===== src/rtl/dds_clk_synth.sv =====
module dds_clk_synth #(
  parameter int ACC_W = 25
) (
  input  logic             clk,
  input  logic             rst,
  input  logic             tw_load,
  input  logic [ACC_W-1:0] tw_in,
  output logic             clk_out,
  output logic             rise_stb
);

  localparam logic [ACC_W-1:0] TW_MAX = {1'b0, {(ACC_W-1){1'b1}}};

  logic [ACC_W-1:0] tw_q;
  logic [ACC_W-1:0] acc;
  logic [ACC_W-1:0] tw_safe;
  logic             msb;

  assign tw_safe = tw_in[ACC_W-1] ? TW_MAX : tw_in;
  assign msb     = acc[ACC_W-1];

  always_ff @(posedge clk) begin
    if (rst)
      tw_q <= '0;
    else if (tw_load)
      tw_q <= tw_safe;
  end

  always_ff @(posedge clk) begin
    if (rst)
      acc <= '0;
    else
      acc <= acc + tw_q;
  end

  always_ff @(posedge clk) begin
    if (rst) begin
      clk_out  <= 1'b0;
      rise_stb <= 1'b0;
    end else begin
      clk_out  <= msb;
      rise_stb <= msb & ~clk_out;
    end
  end

endmodule


===== config.mk =====
export PLATFORM = sky130hd
export DESIGN_NAME = dds_clk_synth
export DESIGN_NICKNAME = d
export VERILOG_FILES = /design/src/rtl/dds_clk_synth.sv
export SDC_FILE = /design/constraint.sdc
export NUM_CORES = 1
export LEC_CHECK = 0
export CELL_PAD_IN_SITES_DETAIL_PLACEMENT = 1
export CELL_PAD_IN_SITES_GLOBAL_PLACEMENT = 1
export CORE_MARGIN = 2
export CORE_UTILIZATION = 44
export CTS_BUF_LIST = sky130_fd_sc_hd__clkbuf_8
export DETAILED_ROUTE_END_ITERATION = 8
export GPL_ROUTABILITY_DRIVEN = 0
export PLACE_DENSITY_LB_ADDON = 0.1
export SETUP_SLACK_MARGIN = 0.3
export SLEW_MARGIN = 15
export SYNTH_ARGS = -nofsm -noshare
export SYNTH_HDL_FRONTEND = slang
export SYNTH_SLANG_ARGS = --single-unit

===== constraint.sdc =====
create_clock -name clk -period 3.6 [get_ports clk]
set_clock_uncertainty 0.15 [all_clocks]
set_input_delay 0.9 -clock clk [delete_from_list [all_inputs] [get_ports clk]]
set_output_delay 0.9 -clock clk [all_outputs]
set_load 0.1 [all_outputs]

# Word level (Yosys, flattened, before mapping)
# Cells that the tools add are included.
# word_totals
ff_bits	52
in_bits	28
output_inout_bits	2
word_cells	8
# classes
addsub	1
n_mux	1
bitwise_logic	2
# ops
op	n
$add 25x25->25	1
$mux 24	1
$and 1x1->1	1
$not 1->1	1

# Logic depth before layout (Yosys ltp)
# Gate-level depths: netlist of run 1.
# logic_depth
depth_word	2
mapped_depth	8

# Worst setup path before layout of run 1
# OpenSTA, ideal clock, no wires.
# synth_timing
kind	register to register
from	reg tw_q[0]
to	reg acc[24]
setup_ps	123
arrival_time_ps	2305
required_ps	3327
path_slack_ps	1021
stages_incl_launch_ff	9
synth_period_minus_slack_ps	2579
cell_sequence	dfxtp_1 -> ha_1 -> fa_1 -> a211oi_2 -> o211ai_2 -> a211oi_2 -> o41ai_2 -> o41ai_2 -> mux2_1
# synth_via
elab_chain_cells	1
# synth_rtl
item	line_no	source
from (decl)	14	logic [ACC_W-1:0] tw_q;
from (signal assigned)	26	tw_q <= tw_safe;
$add 25x25->25	33	acc <= acc + tw_q;
to (signal assigned)	33	
to (decl)	15	logic [ACC_W-1:0] acc;
# Every way passes these cells.
# A chain may end at the register's enable or synchronous reset.

# Worst setup path after layout of run 1
# Same ends and word-level chain as after synthesis.

==> results.yml, run 1 <==
outcome:
  status: "completed"
clock_network:
  clock_latency_ns: 0.30
  cts_setup_buffers: 0
  clockBufferDepth: 2
  cts_hold_buffers: 0
  root_buffer: "clkbuf_8"
  cts.clk_slew.worst_paths_ns: 0.09
  cts_made_buffers: 5
  cts_tree: "done"
  htreeDepth: 2
  cts.sinks: 51
  post_cts_resized: 0
cells_and_area:
  drive_gt1_share_pct: 8.53
  syn2layout_area_growth_pct: 16.2
  fill_cells: 737
  nNetsFinal: 392
  fin_util_pct: 53.0
  n_antenna_cell: 0
drt:
  via_per_inst: 5.67
  drt-total-wl_um: 6580
  wire_per_inst_um: 15.9
  first_pass_iters: 4
  drtIter0Drc: 58
  vias: 2351
  drc: 0
  ant_nets: 0
critical_path:
  path_buf_inv: 0
  cpMaxStageDelayCell: "fa_1"
  start_kind: "flip-flop"
  cp_max_fo: 5
  path_delay_family: "compound AO/OA/AOI/OAI gates"
  worstSetupPathType: "reg -> reg"
  path_cells: "ha_1 -> fa_1 -> a211oi_2 -> o211ai_2 -> a211oi_2 -> o41ai_2 -> o41ai_2 -> mux2_1"
  cp-end-kind: "flip-flop"
  critPathArrivalTime_ns: 2.86
  max_stage_delay_ns: 0.44
  critPathRequiredTime_ns: 3.65
global_route:
  grt_usage_pct: 20.8
  antenna_found_initial: 0
  overflow: 0
  grt_max_degree: 36
  grt_pass1_wl_um: 11000
  grt_pass1_vias: 2377
logic_synthesis:
  netlist.area_leader.share_pct: 37.6
  syn-instance-count: 315
  synth_most_common_cell: "nor2_1"
  synth_edf_count: 0
  yosys_warnings: 0
  yosys.area.top_type: "dfxtp_1"
  post_synth_num_cell_types: 40
  syn_area_mm2: 0.00272
  synth_commonest_cells: "nor2_1, dfxtp_1, a21oi_1, o22ai_1, ha_1"
  synth_seq_cells: 51
  yosysSeqAreaShare_pct: 37.6
  async_flop_share_pct: 0
  netlist_top_cells_area: "dfxtp_1, ha_1, nor2_1"
  synthFlopType: "dfxtp_1"
  avgSynthCellArea_um2: 8.63
  syn_nets: 368
min_path:
  hp-class: "reg -> reg"
power_and_ir_drop:
  power_density_mw_per_mm2: 512
  leakagePower_nw: 1.32
  irDropWorstVdd_v: 0.000285
  finalPower_w: 0.00162
place:
  place_worst_setup_slack_ns: 0.837
  dp_hpwl_um: 4830
  port_buffers: 29
timing:
  post-route-period-util_pct: 78.2
  worst_pin_slew_ns: 0.635
  hold_viol_final: 0
  fmax_mhz: 355
  holdWs_ns: 0.267
  slew_headroom_pct: 57.6
  slew_violations: 0
  setup_viol: 0
  rsz0062_at_grt: "no"
  setup-tns-final_ns: 0
  finalCriticalPeriod_ns: 2.81
  finalWorstSetupSlack_ns: 0.786
die:
  start_util_pct: 45.6
  rows: 28
  chipHeight_um: 82.6
  die_w_um: 82.6
  fp.coreArea_mm2: 0.00596
  ios: 30
  die_area_mm2: 0.00682
flow_run:
  cap_violations: 0
-- registers in the layout, summed over array words and instances, names as in the netlist --
signal / flops
acc: 25
clk_out: 1
rise_stb: 1
tw_q: 24
-- report_power, final --
part	internal, W	leakage (nW)	switching [W]
logic	0.000248	0.839	0.000328
registers	0.000648	0.424	0.0000332
clock network	0.000173	0.0557	0.000187
total	0.00107	1.32	0.000548
-- final timing paths --
kind / cells past startpoint / startpoint / slack, ns / endpoint
worst max register to register: 8 / tw_q[0]$_SDFFE_PP0P_ / 0.79 / acc[24]$_SDFF_PP0_
worst max-delay path: 8 / tw_q[0]$_SDFFE_PP0P_ / 0.79 / acc[24]$_SDFF_PP0_
worst min register to register: 1 / clk_out$_SDFF_PP0_ / 0.27 / rise_stb$_SDFF_PP0_
worst min-delay path: 1 / clk_out$_SDFF_PP0_ / 0.27 / rise_stb$_SDFF_PP0_
-- cells in the final DEF, fill, tap and decap left out, drive strengths merged, types with 2 or more instances in the layout --
master	netlist	routed
nor2b	10	10
and3	3	3
nor3	4	4
nand2b	2	2
nand4	3	3
nor2	57	57
a21o	7	7
a21oi	27	27
dfxtp	51	51
o21bai	3	3
a211oi	9	9
xor2	3	3
xnor2	11	11
o22ai	25	25
clkbuf	11	7
o211ai	4	4
o41ai	2	2
nand2	14	14
buf	4	6
o21ai	15	15
ha	24	24
a31oi	4	4
clkdlybuf4s50	0	26
mux2	6	6
inv	7	8
-- metal layers --
metal,track usage (%),up-vias,wire length [µm]
met5,0,-,0
met4,4.92,0,68
met3,3.59,6,209
met2,35.6,35,3100
met1,27.2,1122,3210
li1,-,1188,-
-- cells by family after synthesis --
logic type	after synthesis	share of synthesized area, %
AO/OA/AOI/OAI	102	25.1
buffers and inverters	22	3.08
flip-flops	51	37.6
XOR/XNOR	14	4.51
adder cells (fa/ha/maj)	25	11.8
multiplexers	6	2.49
AND/OR/NAND/NOR	95	15.5
-- layout make-up --
type	count	area (µm²)	share of cell area (%)
inverter	7	26.3	0.832
clock buffer	7	96.3	3.05
sequential	51	1020	32.3
clock inverter	1	3.75	0.119
multi-input combinational	242	1610	51.1
timing repair buffer	32	303	9.59
tap	75	93.8	2.97
-- metrics by stage --
stage	std cells	instance area (µm²)
after floorplan	315	2720
after global placement	407	3060
after detailed placement	407	3060
after CTS	415	3160
after global routing	415	3160
final	415	3160
(Power assumes the default switching activity.)
==> run 2, diff against run 1 <==
Clock period 3.6 ns to 2.89 ns, I/O delays scaled along.
==> run 2 against run 1 <==
Compared with the run above:
- final cell count up 1.7%
- die area unchanged
- sequential power up 25%
- via count up 1.6%
- sequential share of layout area down 0.65 points
- clock power up 16%
- flip-flop and latch count unchanged
- utilization up 1.1 points
- global-route usage up 0.22 points
- critical path type unchanged
- critical endpoint unchanged
==> results.yml, run 2 (same netlist as run 1, synthesis figures left out) <==
cells_and_area:
  final_common_cell: "nor2_1"
  largest_register_ffs: 25
  fin_util_pct: 54.1
  nNetsFinal: 399
  fill_cells: 713
  finalInstanceArea_mm2: 0.00322
  top_regs: "acc: 25 flops, tw_q: 24 flops"
  seq_area_mm2: 0.00102
  drive_gt1_share_pct: 12.4
  top_register: "acc"
  multiInputGateArea_mm2: 0.00164
  syn2layout_area_growth_pct: 18.6
  n_antenna_cell: 0
  final_cell_mix: "nor2_1, dfxtp_1, clkdlybuf4s50_1, o22ai_1, a21oi_1"
place:
  place_worst_setup_slack_ns: 0.159
  placed_area_mm2: 0.00306
  dp_hpwl_um: 4890
  port_buffers: 29
timing:
  finalWorstSetupSlack_ns: 0.405
  worst_pin_slew_ns: 0.426
  setup-tns-final_ns: 0
  hold_viol_final: 0
  fmax_mhz: 402
  post-route-period-util_pct: 86.0
  slew_violations: 0
  setup_viol: 0
  rsz0062_at_grt: "yes"
  slew_headroom_pct: 71.6
  finalCriticalPeriod_ns: 2.48
critical_path:
  cp-end-kind: "flip-flop"
  critPathArrivalTime_ns: 2.55
  max_stage_delay_ns: 0.37
  critPathRequiredTime_ns: 2.95
  start_kind: "flip-flop"
  reg2reg_slack_ns: 0.41
  path_cells: "ha_2 -> fa_2 -> a211oi_2 -> o211ai_2 -> a211oi_2 -> o41ai_2 -> o41ai_2 -> mux2_1"
  cpMaxStageDelayCell: "fa_2"
  worstSetupPathType: "reg -> reg"
  cp_max_fo: 3
power_and_ir_drop:
  p_clk_share_pct: 20.7
  irDropWorstVdd_v: 0.000332
  power_density_mw_per_mm2: 626
  swShare_pct: 35.2
  p_int_w: 0.00131
  leakagePower_nw: 1.34
  finalPower_w: 0.00202
  seqPwrFrac_pct: 42.0
  switching_power_w: 0.000709
  pwr-share-comb_pct: 37.3
die:
  die_w_um: 82.6
  die_area_mm2: 0.00682
  fp.coreArea_mm2: 0.00596
  rows: 28
  start_util_pct: 45.6
  ios: 30
  chipHeight_um: 82.6
drt:
  first_pass_iters: 4
  ant_nets: 0
  drtIter0Drc: 57
  wire_per_inst_um: 16.0
  vias: 2389
  drt-total-wl_um: 6740
  drc: 0
  via_per_inst: 5.66
clock_network:
  cts_hold_buffers: 0
  cts.clk_slew.worst_paths_ns: 0.10
  cts.sinks: 51
  clock_latency_ns: 0.31
  clockBufferDepth: 2
  root_buffer: "clkbuf_8"
  cts_tree: "done"
  htreeDepth: 2
  cts_made_buffers: 5
outcome:
  status: "completed"
min_path:
  hp-class: "reg -> reg"
global_route:
  overflow: 0
  grt_max_degree: 25
  grt_usage_pct: 21.0
  antenna_found_initial: 0
  grt_pass1_vias: 2367
  grt_pass1_wl_um: 11100
flow_run:
  cap_violations: 0
==> run 2: changes by cell type in the layout (fill, tap and decap cells not counted), sizes merged <==
cell / change
inv: -1
clkbuf: -2
clkinvlp: +2
buf: +7
clkinv: +1
==> run 2: power groups by stage <==
stage / clock, W / sequential, W / combinational [W]
5_1_grt: 0.000453 / 0.000860 / 0.000845
6_report: 0.000417 / 0.000848 / 0.000753
2_1_floorplan: 0 / 0.000859 / 0.000540
4_1_cts: 0.000429 / 0.000849 / 0.000732
3_5_place_dp: 0 / 0.000866 / 0.000713
3_3_place_gp: 0 / 0.000859 / 0.000692
==> run 2: metal layers <==
| layer | global-route usage, % | vias up | wire length (µm) |
|---|---|---|---|
| li1 | - | 1195 | - |
| met5 | 0 | - | 0 |
| met1 | 27.6 | 1155 | 3270 |
| met2 | 36.0 | 32 | 3210 |
| met4 | 5.41 | 0 | 82 |
| met3 | 3.26 | 7 | 177 |
==> run 2: worst paths after layout <==
check | startpoint | to | cells after the start
worst max-delay path | tw_q[0]$_SDFFE_PP0P_ | acc[24]$_SDFF_PP0_ | 8
worst min-delay path | clk_out$_SDFF_PP0_ | rise_stb$_SDFF_PP0_ | 1
worst max register to register | tw_q[0]$_SDFFE_PP0P_ | acc[24]$_SDFF_PP0_ | 8
worst min register to register | clk_out$_SDFF_PP0_ | rise_stb$_SDFF_PP0_ | 1
==> run 2: worst max-delay path, delay by kind of cell, from the launching register on <==
family / cells / cell delay, ns
DFF: 1 / 0.34
adders and majority gates: 2 / 0.57
AOI/OAI and AO/OA: 5 / 0.99
muxes: 1 / 0.34
==> run 2: final cells by class <==
type | count | area share, %
well taps | 75 | 2.91
multi-input cells | 242 | 50.8
inverters | 7 | 0.816
repair buffers | 39 | 11.0
clock inverters | 3 | 0.621
flip-flops and latches | 51 | 31.7
clock buffers | 5 | 2.14
==> run 2: stage by stage <==
stage	cells	hold slack [ns]
floorplan	315	0.321
global route	422	0.317
CTS	418	0.292
detailed placement	408	0.277
global placement	408	0.257
finish	422	0.284
==> run 2: timing repair <==
item                       CTS  global route
buffers inserted             2             4
pin swaps                    2             5
setup endpoints to repair    3             5
hold endpoints to repair     0             0
gates resized for setup      1             6
